$ cat src/rtl/irq_sel_pkg.sv
// Shared constants and types for the interrupt selection unit.
// Assumes the standard twelve-position cause layout with a four-bit cause.
package irq_sel_pkg;
    localparam int NUM_SRC = 12;
    localparam int CAUSE_W = $clog2(NUM_SRC);
    localparam int NMI_TAG = (1 << CAUSE_W) - 1;
    localparam int PRIO_N  = 9;

    typedef enum logic [1:0] {
        PRV_USER  = 2'd0,
        PRV_SUPER = 2'd1,
        PRV_RSVD  = 2'd2,
        PRV_MACH  = 2'd3
    } priv_e;

    typedef enum logic [1:0] {
        CMD_IDLE    = 2'd0,
        CMD_POST    = 2'd1,
        CMD_CLEAR   = 2'd2,
        CMD_CLR_ALL = 2'd3
    } cmd_e;

    localparam logic [NUM_SRC-1:0] MACH_SRCS = 12'h888;
    localparam logic [NUM_SRC-1:0] SUP_SRCS  = 12'h222;
    localparam logic [NUM_SRC-1:0] USR_SRCS  = 12'h111;
    localparam logic [NUM_SRC-1:0] IMPL_SRCS = MACH_SRCS | SUP_SRCS | USR_SRCS;

    // Highest priority first.
    localparam int PRIO_ORDER [PRIO_N] = '{11, 3, 7, 9, 1, 5, 8, 0, 4};
endpackage

$ cat src/rtl/irq_src_store.sv
// Pending/enable vectors plus the non-maskable pending flag.
// Assumes the command port is applied after a same-cycle vector write;
// clear-all overrides everything on the pending side.
module irq_src_store
    import irq_sel_pkg::*;
(
    input  logic                clk,
    input  logic                rst_n,
    input  logic                vec_we,
    input  logic                vec_sel,
    input  logic [NUM_SRC-1:0]  vec_wdata,
    input  logic [1:0]          cmd_op,
    input  logic [CAUSE_W-1:0]  cmd_src,
    output logic [NUM_SRC-1:0]  pend_q,
    output logic [NUM_SRC-1:0]  en_q,
    output logic                nmi_pend_q
);
    localparam logic [NUM_SRC-1:0] ONE = NUM_SRC'(1);

    logic [NUM_SRC-1:0] src_hot;
    logic [NUM_SRC-1:0] pend_d;
    logic [NUM_SRC-1:0] en_d;
    logic               nmi_d;
    logic               is_nmi;

    // Decode the command source into a one-hot over implemented positions.
    always_comb begin
        is_nmi  = (cmd_src == CAUSE_W'(NMI_TAG));
        src_hot = (int'(cmd_src) < NUM_SRC) ? ((ONE << cmd_src) & IMPL_SRCS) : '0;
    end

    // Next-state for pending, enable and the non-maskable flag.
    always_comb begin
        pend_d = pend_q;
        en_d   = en_q;
        nmi_d  = nmi_pend_q;
        if (vec_we && !vec_sel) pend_d = vec_wdata & IMPL_SRCS;
        if (vec_we &&  vec_sel) en_d   = vec_wdata & IMPL_SRCS;
        case (cmd_op)
            CMD_POST: begin
                pend_d = pend_d | src_hot;
                if (is_nmi) nmi_d = 1'b1;
            end
            CMD_CLEAR: begin
                pend_d = pend_d & ~src_hot;
                if (is_nmi) nmi_d = 1'b0;
            end
            CMD_CLR_ALL: begin
                pend_d = '0;
                nmi_d  = 1'b0;
            end
            default: ;
        endcase
    end

    // State registers with synchronous active-low reset.
    always_ff @(posedge clk) begin
        if (!rst_n) begin
            pend_q     <= '0;
            en_q       <= '0;
            nmi_pend_q <= 1'b0;
        end else begin
            pend_q     <= pend_d;
            en_q       <= en_d;
            nmi_pend_q <= nmi_d;
        end
    end
endmodule

$ cat src/rtl/irq_mode_mask.sv
// Per-source gate derived from privilege, level-wide enables and delegation.
// Assumes privilege encoding 0/1/3; value 2 yields no gate and an error flag.
module irq_mode_mask
    import irq_sel_pkg::*;
(
    input  logic [1:0]         priv_mode,
    input  logic               mach_gie,
    input  logic               sup_gie,
    input  logic               usr_gie,
    input  logic [NUM_SRC-1:0] mach_deleg,
    input  logic [NUM_SRC-1:0] sup_deleg,
    output logic [NUM_SRC-1:0] gate,
    output logic               priv_err
);
    // Build the gate for the current privilege level.
    always_comb begin
        gate     = '0;
        priv_err = 1'b0;
        case (priv_mode)
            PRV_MACH: begin
                gate = mach_gie ? MACH_SRCS : '0;
            end
            PRV_SUPER: begin
                gate = (MACH_SRCS & (~mach_deleg | {NUM_SRC{sup_gie}}))
                     | (sup_gie ? SUP_SRCS : '0);
            end
            PRV_USER: begin
                gate = ((MACH_SRCS | SUP_SRCS) & (~sup_deleg | {NUM_SRC{usr_gie}}))
                     | (usr_gie ? USR_SRCS : '0);
            end
            default: begin
                gate     = '0;
                priv_err = 1'b1;
            end
        endcase
    end
endmodule

$ cat src/rtl/irq_prio_pick.sv
// Fixed-priority choice among eligible sources.
// Assumes PRIO_ORDER lists positions highest priority first.
module irq_prio_pick
    import irq_sel_pkg::*;
(
    input  logic [NUM_SRC-1:0] ready,
    output logic               found,
    output logic [CAUSE_W-1:0] pick
);
    // Walk from lowest to highest priority so the highest match wins.
    always_comb begin
        found = 1'b0;
        pick  = '0;
        for (int i = PRIO_N - 1; i >= 0; i--) begin
            if (ready[PRIO_ORDER[i]]) begin
                found = 1'b1;
                pick  = CAUSE_W'(PRIO_ORDER[i]);
            end
        end
    end
endmodule

$ cat src/rtl/irq_select_unit.sv
// Top of the interrupt selection unit: storage, gating and priority pick.
// Assumes outputs are consumed combinationally by the trap logic.
module irq_select_unit
    import irq_sel_pkg::*;
(
    input  logic                clk,
    input  logic                rst_n,
    input  logic                vec_we,
    input  logic                vec_sel,
    input  logic [NUM_SRC-1:0]  vec_wdata,
    input  logic [1:0]          cmd_op,
    input  logic [CAUSE_W-1:0]  cmd_src,
    input  logic [1:0]          priv_mode,
    input  logic                mach_gie,
    input  logic                sup_gie,
    input  logic                usr_gie,
    input  logic [NUM_SRC-1:0]  mach_deleg,
    input  logic [NUM_SRC-1:0]  sup_deleg,
    input  logic                nmi_en,
    output logic [NUM_SRC-1:0]  rd_pend,
    output logic [NUM_SRC-1:0]  rd_en,
    output logic                rd_nmi_pend,
    output logic                take_irq,
    output logic                take_nmi,
    output logic [CAUSE_W-1:0]  cause,
    output logic                priv_err
);
    logic [NUM_SRC-1:0] gate;
    logic [NUM_SRC-1:0] ready;
    logic               found;
    logic [CAUSE_W-1:0] pick;
    logic               nmi_act;

    irq_src_store u_store (
        .clk        (clk),
        .rst_n      (rst_n),
        .vec_we     (vec_we),
        .vec_sel    (vec_sel),
        .vec_wdata  (vec_wdata),
        .cmd_op     (cmd_op),
        .cmd_src    (cmd_src),
        .pend_q     (rd_pend),
        .en_q       (rd_en),
        .nmi_pend_q (rd_nmi_pend)
    );

    irq_mode_mask u_mask (
        .priv_mode  (priv_mode),
        .mach_gie   (mach_gie),
        .sup_gie    (sup_gie),
        .usr_gie    (usr_gie),
        .mach_deleg (mach_deleg),
        .sup_deleg  (sup_deleg),
        .gate       (gate),
        .priv_err   (priv_err)
    );

    irq_prio_pick u_pick (
        .ready (ready),
        .found (found),
        .pick  (pick)
    );

    // Combine eligibility and let the non-maskable request override.
    always_comb begin
        ready    = rd_pend & rd_en & gate;
        nmi_act  = rd_nmi_pend & nmi_en;
        take_nmi = nmi_act;
        take_irq = nmi_act | found;
        cause    = (!nmi_act && found) ? pick : '0;
    end
endmodule

$ cat config.mk
export PLATFORM = sky130hd
export DESIGN_NAME = irq_select_unit
export DESIGN_NICKNAME = d
export VERILOG_FILES = /design/src/rtl/irq_sel_pkg.sv /design/src/rtl/irq_src_store.sv /design/src/rtl/irq_mode_mask.sv /design/src/rtl/irq_prio_pick.sv /design/src/rtl/irq_select_unit.sv
export SDC_FILE = /design/constraint.sdc
export NUM_CORES = 1
export LEC_CHECK = 0
export BUFFER_PORTS_ARGS = -buffer_cell sky130_fd_sc_hd__buf_4
export CORE_MARGIN = 10
export CORE_UTILIZATION = 48
export CTS_BUF_LIST = sky130_fd_sc_hd__clkbuf_8
export DETAILED_ROUTE_END_ITERATION = 8
export GPL_TIMING_DRIVEN = 0
export PLACE_DENSITY = 0.95
export RECOVER_POWER = 25
export SLEW_MARGIN = 20
export SYNTH_ARGS = -nofsm -noshare
export SYNTH_HDL_FRONTEND = slang
export SYNTH_SLANG_ARGS = --single-unit
$ cat constraint.sdc
create_clock -name clk -period 4.07 [get_ports clk]
set_input_delay 0.407 -clock clk [delete_from_list [all_inputs] [get_ports clk]]
set_output_delay 0.407 -clock clk [all_outputs]
set_load 0.1 [all_outputs]
==> flow_metrics.env, run 1 <==
export IMPL_status="finished clean"
export IMPL_netlist_instances=177
export IMPL_cts_setup_buffers=0
export IMPL_clk_latency_ns=0.26
export IMPL_synth_top_area_share_pct=30.8
export IMPL_cpMostUsedCell="buf_4"
export IMPL_crit_slowest_cell="a2111oi_4"
export IMPL_antenna_found_initial=0
export IMPL_htree_levels=1
export IMPL_synth_top_area_cell="dfxtp_1"
export IMPL_pre_cts_ws_ns=1.55
export IMPL_synth_avg_cell_area_sq_um=8.08
export IMPL_clk_path_buf_depth=2
export IMPL_area_growth_pct=36.0
export IMPL_synth_most_common_cell="nand2_1"
export IMPL_reg2regPathDepth=3
export IMPL_die_area_sq_um=5560
export IMPL_ant_nets=0
export IMPL_ys_types=44
export IMPL_fill_cells=266
export IMPL_grt_pass1_wl_mm=7.10
export IMPL_dpl_cell_area_sq_um=1930
export IMPL_worstPathArrival_ns=2.17
export IMPL_cts_resized_gates=0
export IMPL_path_class="in2out"
export IMPL_wl_per_cell_microns=16.4
export IMPL_crit_buf_inv=3
export IMPL_finalHoldViolCount=0
export IMPL_slew_headroom_pct=21.6
export IMPL_routed_wl_mm=4.48
export IMPL_p_per_area_nw_per_um2=290
export IMPL_critPathMaxFanout=10
export IMPL_vias=1564
export IMPL_path_clk_slew_ns=0.07
export IMPL_setup_tns_final_ns=0
export IMPL_ys_seq_area_share_pct=30.8
export IMPL_drv_cap=0
export IMPL_synth_flop_cell="dfxtp_1"
export IMPL_async_reset_ff_share_pct=0
export IMPL_gr_total_overflow=0
export IMPL_die_w_microns=74.6
export IMPL_dp_hpwl_mm=3.66
export IMPL_critical_path_top_delay_family="compound AO/OA/AOI/OAI gates"
export IMPL_root_buffer="clkbuf_8"
export IMPL_critPathCaptureType="output pin"
export IMPL_drt_first_pass_iters=4
export IMPL_drc=0
export IMPL_critPathMaxStageDelay_ns=0.43
export IMPL_grt_usage_pct=16.0
export IMPL_yosys_register_bits=22
export IMPL_final_setup_viol_count=0
export IMPL_layout_drive_gt1_share_pct=27.3
export IMPL_syn_cell_area_sq_um=1430
export IMPL_period_minus_slack_ns=2.57
export IMPL_grt_start_max_net_pins=12
export IMPL_final_cell_area_sq_um=1950
export IMPL_worstMarginPinSlew_ns=1.18
export IMPL_irDropWorstVdd_v=0.000184
export IMPL_grt_pass1_vias=1492
export IMPL_cts_buffers=3
export IMPL_antenna_cells=0
export IMPL_start_kind="input pin"
export IMPL_r2r_start="u_store.pend_q[3]$_SDFF_PN0_"
export IMPL_fmax_mhz=388
export IMPL_start_util_pct=51.0
export IMPL_cts_tree="yes"
export IMPL_gp_congestion=0.876
export IMPL_vias_per_cell=5.73
export IMPL_p_leak_uw=0.000837
export IMPL_rows=19
export IMPL_skew_ns=0
export IMPL_cp_required_ns=3.66
export IMPL_rr_endpoint="u_store.pend_q[3]$_SDFF_PN0_"
export IMPL_period_share_pct=63.3
export IMPL_synth_area_leaders="dfxtp_1 31%, nand2_1 6.6%, mux2i_1 6.3%, a21boi_0 4.7%, nand3_1 3.8%"
export IMPL_worstPathCellList="buf_4, clkbuf_1, mux2i_1, o32ai_1, a2111oi_4, o2111ai_1, buf_4"
export IMPL_synth_edf_count=0
export IMPL_worst_path_stages=7
export IMPL_cts_sinks=22
export IMPL_num_io_pins=84
export IMPL_hold_path_end="u_store.pend_q[5]$_SDFF_PN0_"
export IMPL_final_max_slew_viol_count=0
export IMPL_rsz0062_at_grt="false"
export IMPL_power_total_uw=565
export IMPL_netlist_top_cells_count="25 x nand2_1, 22 x dfxtp_1, 11 x nand3_1"
export IMPL_core_sq_um=2810
export IMPL_fin_nets=296
export IMPL_cts_hold_buffers=0
export IMPL_hold_path_depth=2
export IMPL_die_h_microns=74.6
export IMPL_drt_iter0_markers=91
export IMPL_port_buffers=60
export IMPL_fin_ws_ns=1.50
export IMPL_setup_reg_to_reg_worst_slack_ns=3.08
export IMPL_ys_warn_count=0
export IMPL_hold_path_class="in2reg"
export IMPL_min_delay_start="cmd_src[2]"
export IMPL_crit_start="priv_mode[1]"
-- how the worst max path moves through the flow --
stage,end
floorplan,cause[0]
global placement,take_irq
detailed placement,cause[3]
CTS,cause[3]
global route,take_irq
finish,take_irq
-- kinds of logic after synthesis --
| family | after synthesis | share of synthesized area [%] |
|---|---|---|
| AOI/OAI and AO/OA | 44 | 25.2 |
| and+or+nand+nor | 85 | 31.8 |
| muxes | 10 | 7.09 |
| buffers and inverters | 15 | 4.90 |
| DFF | 22 | 30.8 |
| other | 1 | 0.262 |
-- registers in the layout, summed over array words and instances (netlist names) --
signal              flops
u_store.en_q            9
u_store.nmi_pend_q      1
u_store.pend_q         12
-- worst reg2reg max path, cell delays in order (launching register included) --
cell and delay, ns:
dfxtp_1 0.39, mux2i_1 0.12, a311oi_1 0.26, o21a_1 0.16
-- where the power goes --
group	switching [uW]	internal, uW	total, uW
clock network	67.2	66.1	133
logic	140	58.5	199
registers	8.22	224	232
total	216	349	565
-- layout by cell type, fill, tap and decap left out, types with 2 or more instances in the layout --
cell type | Yosys | routed
conb_1 | 1 | 3
dfxtp_1 | 22 | 22
a311oi_1 | 3 | 3
o21ai_0 | 1 | 2
buf_2 | 2 | 2
nand4_1 | 2 | 2
clkbuf_8 | 0 | 3
nand2b_1 | 3 | 3
o21a_1 | 6 | 6
nand3b_1 | 2 | 2
nand3_1 | 11 | 11
a2bb2oi_1 | 2 | 2
nor4_1 | 2 | 2
or3b_1 | 3 | 3
a22oi_1 | 2 | 2
and3_1 | 3 | 3
buf_4 | 3 | 57
nor3b_1 | 7 | 7
clkbuf_1 | 8 | 14
a221oi_1 | 4 | 4
nand2_1 | 25 | 25
mux2i_1 | 9 | 9
nor3_1 | 4 | 4
nor2b_1 | 6 | 6
nor2_1 | 8 | 8
inv_1 | 2 | 2
a21oi_1 | 6 | 6
and2_1 | 5 | 4
a21boi_0 | 9 | 9
-- layer usage --
layer,share of wire (%),routed length (microns),track usage (%),up-vias
li1,-,-,-,781
met1,40,1780,17.7,713
met2,49,2200,28.2,62
met3,9.8,438,5.45,8
met4,1.4,61,4.62,0
met5,0,0,0,-
-- cell type report --
type / instances / area (sq um) / share of cell area (%)
buffer: 13 / 62.6 / 3.22
timing repair buffer: 60 / 428 / 22.0
multi-input combinational: 142 / 927 / 47.7
clock buffer: 3 / 41.3 / 2.12
tap: 31 / 38.8 / 1.99
sequential: 22 / 440 / 22.6
inverter: 2 / 7.51 / 0.386
-- through the flow --
stage | utilization (%) | hold WS [ns] | std cells
after detailed placement | 68.7 | 0.468 | 270
after floorplan | - | 0.517 | 179
after CTS | 70.2 | 0.384 | 273
after global routing | 69.4 | 0.402 | 273
after global placement | 68.7 | 0.464 | 270
final | 69.4 | 0.393 | 273
(Power assumes the default switching activity.)
==> inputs of run 2 (changes only) <==
--- a/config.mk
+++ b/config.mk
@@ -5,13 +5,14 @@
 export SDC_FILE = /design/constraint.sdc
 export NUM_CORES = 1
 export LEC_CHECK = 0
+export ABC_AREA = 1
 export BUFFER_PORTS_ARGS = -buffer_cell sky130_fd_sc_hd__buf_4
 export CORE_MARGIN = 10
-export CORE_UTILIZATION = 48
+export CORE_UTILIZATION = 40
 export CTS_BUF_LIST = sky130_fd_sc_hd__clkbuf_8
 export DETAILED_ROUTE_END_ITERATION = 8
 export GPL_TIMING_DRIVEN = 0
-export PLACE_DENSITY = 0.95
+export PLACE_DENSITY = 0.89
 export RECOVER_POWER = 25
 export SLEW_MARGIN = 20
 export SYNTH_ARGS = -nofsm -noshare
==> constraint.sdc (replaced) <==
create_clock -name clk -period 2.09 [get_ports clk]
set_input_delay 0.209 -clock clk [delete_from_list [all_inputs] [get_ports clk]]
set_output_delay 0.209 -clock clk [all_outputs]
set_load 0.1 [all_outputs]
==> flow_metrics.env, run 2 <==
export IMPL_status="finished clean"
export IMPL_routed_wl_mm=3.92
export IMPL_grt_pass1_wl_mm=6.59
export IMPL_final_setup_viol_count=0
export IMPL_async_reset_ff_share_pct=0
export IMPL_setup_reg_to_reg_worst_slack_ns=1.22
export IMPL_hold_path_class="in2reg"
export IMPL_yosys_register_bits=22
export IMPL_path_clk_slew_ns=0.08
export IMPL_largest_reg_flops=12
export IMPL_drc=0
export IMPL_synth_avg_cell_area_sq_um=6.12
export IMPL_cts_resized_gates=0
export IMPL_start_util_pct=41.3
export IMPL_top_regs="u_store.pend_q x12, u_store.en_q x9, u_store.nmi_pend_q x1"
export IMPL_fill_cells=305
export IMPL_irDropWorstVdd_v=0.000297
export IMPL_rows=21
export IMPL_fin_ws_ns=0.192
export IMPL_cts_tree="yes"
export IMPL_grt_usage_pct=12.5
export IMPL_cp_required_ns=1.88
export IMPL_ys_warn_count=0
export IMPL_worstPathArrival_ns=1.69
export IMPL_cts_buffers=3
export IMPL_area_growth_pct=48.0
export IMPL_pre_cts_ws_ns=0.339
export IMPL_finalHoldViolCount=0
export IMPL_dp_cells=335
export IMPL_antenna_cells=0
export IMPL_ys_seq_area_share_pct=32.0
export IMPL_layout_drive_gt1_share_pct=38.2
export IMPL_critPathMaxFanout=3
export IMPL_die_w_microns=78.7
export IMPL_grtUsageMet2_pct=24.0
export IMPL_clk_path_buf_depth=2
export IMPL_setup_tns_final_ns=0
export IMPL_skew_ns=0
export IMPL_final_max_slew_viol_count=0
export IMPL_vias_per_cell=4.61
export IMPL_synth_most_common_cell="nand2_1"
export IMPL_met1_usage_pct=12.4
export IMPL_cts_sinks=22
export IMPL_netlist_top_cells_count="65 x nand2_1, 29 x inv_1, 27 x nor2_1"
export IMPL_crit_slowest_cell="dfxtp_4"
export IMPL_die_h_microns=78.7
export IMPL_synth_top_area_cell="dfxtp_1"
export IMPL_period_minus_slack_ns=1.90
export IMPL_cts_hold_buffers=0
export IMPL_gp_congestion=0.767
export IMPL_dpl_cell_area_sq_um=1980
export IMPL_critPathMaxStageDelay_ns=0.35
export IMPL_ant_nets=0
export IMPL_dp_hpwl_mm=3.43
export IMPL_core_sq_um=3340
export IMPL_regMostFlops="u_store.pend_q"
export IMPL_drt_first_pass_iters=4
export IMPL_top_usage_layer="met2"
export IMPL_antenna_found_initial=0
export IMPL_synth_flop_cell="dfxtp_1"
export IMPL_port_buffers=62
export IMPL_layout_common_cells="64 x nand2_1, 62 x buf_4, 28 x inv_1"
export IMPL_grt_pass1_vias=1528
export IMPL_die_area_sq_um=6190
export IMPL_p_per_area_nw_per_um2=628
export IMPL_htree_levels=1
export IMPL_rsz0062_at_grt="false"
export IMPL_period_share_pct=90.8
export IMPL_synth_edf_count=0
export IMPL_synth_area_leaders="dfxtp_1 32%, nand2_1 18%, inv_1 7.9%, nor2_1 7.4%, a221oi_1 4.5%"
export IMPL_netlist_instances=225
export IMPL_root_buffer="clkbuf_8"
export IMPL_p_leak_uw=0.00106
export IMPL_synth_top_area_share_pct=32.0
export IMPL_worstPathCellList="inv_1, o21ai_0, nand2_1, and2_1, nand3_2, nand2_2, nor2_4, buf_4"
export IMPL_fin_nets=346
export IMPL_num_io_pins=84
export IMPL_stdcell_count=339
export IMPL_clk_latency_ns=0.26
export IMPL_critPathCaptureType="output pin"
export IMPL_ys_types=22
export IMPL_syn_cell_area_sq_um=1380
export IMPL_fmax_mhz=527
export IMPL_layout_commonest_cell="nand2_1"
export IMPL_wl_per_cell_microns=11.6
export IMPL_final_cell_area_sq_um=2040
export IMPL_grt_start_max_net_pins=14
export IMPL_drt_iter0_markers=54
export IMPL_cts_setup_buffers=0
export IMPL_vias=1563
export IMPL_path_class="reg2out"
export IMPL_drv_cap=0
export IMPL_grt_util_met3_pct=4.10
export IMPL_gr_total_overflow=0
export IMPL_start_kind="register"
run 2: changes by cell type after synthesis, sizes merged, moves of 9 or more:
| cell | change |
|---|---|
| mux2i | -9 |
| inv | +32 |
| a21boi | -9 |
| o21ai | +16 |
| nand2 | +49 |
| nor2 | +23 |
run 2: cell type report:
cell class / instances / area, sq um / share of cell area (%)
plain buffers: 8 / 42.5 / 2.09
clock buffers: 3 / 41.3 / 2.02
clock inverters: 1 / 30.0 / 1.47
inverters: 34 / 131 / 6.44
multi-input cells: 163 / 811 / 39.8
flip-flops and latches: 22 / 472 / 23.1
well taps: 46 / 57.6 / 2.82
repair buffers: 62 / 454 / 22.3
run 2: routing by layer:
layer	share of wire [%]	wire length (microns)
met5	0	0
met2	51	2000
met4	1.0	40
met1	40	1580
met3	7.6	299
run 2: per-stage QoR:
| stage | util [%] | power (uW) | hold slack, ns |
|---|---|---|---|
| after global routing | 61.1 | 1330 | 0.215 |
| after CTS | 61.5 | 1290 | 0.207 |
| final | 61.1 | 1280 | 0.204 |
| after global placement | 59.3 | 893 | 0.427 |
| after floorplan | - | 777 | 0.337 |
| after detailed placement | 59.3 | 900 | 0.434 |
run 2: logic make-up (layout without fill, tap and decap cells):
family	after synthesis	after routing	synth area share, %
simple gates	125	125	40.2
buf+inv	42	108	12.4
compound gates	35	35	15.2
flops	22	22	32.0
other cells	1	3	0.272
run 2: path summary, 6_finish.rpt:
kind	endpoint	depth (start not counted)	startpoint
max	cause[1]	8	u_store.en_q[0]$_SDFFE_PN0P_
min	u_store.en_q[7]$_SDFFE_PN0P_	3	vec_wdata[7]
max reg2reg	u_store.pend_q[5]$_SDFF_PN0_	4	u_store.pend_q[5]$_SDFF_PN0_
min reg2reg	u_store.pend_q[6]$_SDFF_PN0_	2	u_store.pend_q[6]$_SDFF_PN0_
run 2: report_power, final:
group	total [uW]	internal [uW]	switching (uW)	leakage, uW
logic	425	114	311	0.000839
registers	461	443	18.1	0.000189
clock network	394	256	139	0.0000357
run 2: critical path: cells and delay by family, from the launching register on:
| family | cells | cell delay [ns] |
|---|---|---|
| AND/OR/NAND/NOR | 5 | 0.52 |
| flip-flops | 1 | 0.35 |
| buffers and inverters | 2 | 0.34 |
| AO/OA/AOI/OAI | 1 | 0.21 |
==> inputs of run 3 (changes only) <==
==> constraint.sdc (replaced) <==
create_clock -name clk -period 2.09 [get_ports clk]
set_input_delay 0.418 -clock clk [delete_from_list [all_inputs] [get_ports clk]]
set_output_delay 0.418 -clock clk [all_outputs]
set_load 0.1 [all_outputs]
==> flow_metrics.env, run 3 (synthesis gave the netlist of run 2 again) <==
export IMPL_status="finished clean"
export IMPL_clk_path_buf_depth=2
export IMPL_pre_cts_ws_ns=-0.0695
export IMPL_rows=21
export IMPL_setup_tns_final_ns=0
export IMPL_cp_required_ns=1.67
export IMPL_r2r_start="u_store.pend_q[9]$_SDFF_PN0_"
export IMPL_fin_nets=347
export IMPL_period_share_pct=99.0
export IMPL_grt_pass1_vias=1507
export IMPL_port_buffers=62
export IMPL_p_leak_uw=0.00113
export IMPL_critPathMaxFanout=6
export IMPL_start_util_pct=41.3
export IMPL_path_clk_slew_ns=0.08
export IMPL_root_buffer="clkbuf_8"
export IMPL_cts_hold_buffers=0
export IMPL_layout_common_cells="58 x nand2_1, 57 x buf_4, 26 x inv_1"
export IMPL_grt_usage_pct=12.4
export IMPL_ant_nets=0
export IMPL_gp_congestion=0.819
export IMPL_critPathMaxStageDelay_ns=0.20
export IMPL_cts_buffers=3
export IMPL_seq_power_share_pct=35.1
export IMPL_drt_first_pass_iters=4
export IMPL_core_sq_um=3340
export IMPL_finalHoldViolCount=0
export IMPL_routed_wl_mm=4.17
export IMPL_vias_per_cell=4.73
export IMPL_worstPathCellList="buf_4, inv_8, nand2_1, nand2_1, nand3_2, nand2_2, nand2_4, nor2_4, nand3_2, nand2_4, nor2_4, buf_12"
export IMPL_grt_start_max_net_pins=14
export IMPL_skew_ns=0
export IMPL_crit_slowest_cell="nor2_4"
export IMPL_layout_commonest_cell="nand2_1"
export IMPL_min_delay_start="vec_wdata[8]"
export IMPL_irDropWorstVdd_v=0.000397
export IMPL_antenna_cells=0
export IMPL_largest_reg_flops=12
export IMPL_start_kind="input pin"
export IMPL_worstPathArrival_ns=1.65
export IMPL_fin_ws_ns=0.0200
export IMPL_period_minus_slack_ns=2.07
export IMPL_clock_power_share_pct=30.3
export IMPL_dp_hpwl_mm=3.43
export IMPL_critPathCaptureType="output pin"
export IMPL_num_io_pins=84
export IMPL_intPower_uw=812
export IMPL_cts_tree="yes"
export IMPL_drc=0
export IMPL_vias=1607
export IMPL_p_per_area_nw_per_um2=579
export IMPL_die_w_microns=78.7
export IMPL_cts_sinks=22
export IMPL_p_sw_uw=475
export IMPL_die_h_microns=78.7
export IMPL_path_class="in2out"
export IMPL_antenna_found_initial=0
export IMPL_area_growth_pct=61.2
export IMPL_fmax_mhz=483
export IMPL_regMostFlops="u_store.pend_q"
export IMPL_gr_total_overflow=0
export IMPL_combPwrFrac_pct=34.6
export IMPL_htree_levels=1
export IMPL_drv_cap=0
export IMPL_die_area_sq_um=6190
export IMPL_grt_pass1_wl_mm=6.56
export IMPL_top_regs="u_store.pend_q x12, u_store.en_q x9, u_store.nmi_pend_q x1"
export IMPL_drt_iter0_markers=42
export IMPL_wl_per_cell_microns=12.3
export IMPL_final_max_slew_viol_count=0
export IMPL_netSwitchingFraction_pct=36.9
export IMPL_clk_latency_ns=0.26
export IMPL_crit_start="usr_gie"
export IMPL_final_setup_viol_count=0
export IMPL_hold_path_class="in2reg"
export IMPL_layout_drive_gt1_share_pct=44.2
==> run 3: cell types whose count changed in the layout (fill, tap and decap cells not counted), sizes merged <==
cell | before | now
clkbuf | 10 | 11
==> run 3: critical path, delay by kind of cell <==
family / cells / cell delay (ns)
AND/OR/NAND/NOR: 9 / 0.88
buffers and inverters: 3 / 0.35
==> run 3: repair_timing <==
| action | in CTS | in global routing |
|---|---|---|
| setup buffers | 0 | 1 |
| setup endpoints to repair | 3 | 3 |
| resized for setup | 6 | 24 |
| pin swaps | 1 | 18 |
==> run 3: final timing paths <==
check | endpoint | slack, ns | depth (start not counted)
max reg2reg | u_store.pend_q[9]$_SDFF_PN0_ | 1.15 | 4
min reg2reg | u_store.pend_q[2]$_SDFF_PN0_ | 0.44 | 2
min | u_store.en_q[8]$_SDFFE_PN0P_ | 0.42 | 3
max | cause[3] | 0.02 | 12
==> run 3: power groups by stage <==
stage               logic (uW)  registers (uW)  clock network [uW]
global placement           431             461                   0
floorplan                  156             616                   0
detailed placement         436             462                   0
finish                     445             452                 390
global route               473             456                 417
CTS                        438             452                 399
==> run 3: stage by stage <==
stage	power [uW]	cells	hold slack (ns)	cell area (sq um)	utilization (%)
6_report	1290	340	0.416	2220	66.6
5_1_grt	1350	340	0.420	2220	66.6
4_1_cts	1290	339	0.412	2130	63.9
3_5_place_dp	898	335	0.430	2040	61.0
3_3_place_gp	893	335	0.427	2040	61.0
2_1_floorplan	773	227	0.544	1510	-
==> run 3: layout make-up <==
type / count / area [sq um]
Buffer: 8 / 42.5
Clock buffer: 3 / 41.3
Clock inverter: 1 / 30.0
Fill cell: 272 / 1120
Inverter: 34 / 154
Multi-Input combinational cell: 163 / 891
Sequential cell: 22 / 502
Tap cell: 46 / 57.6
Timing Repair Buffer: 63 / 503
==> run 3: routing by layer <==
layer,part of all wire (%),global-route usage [%],wire length [microns]
met5,0,0,0
met4,1.7,3.58,69
met3,7.9,3.64,331
met2,54,23.4,2260
met1,36,12.9,1500
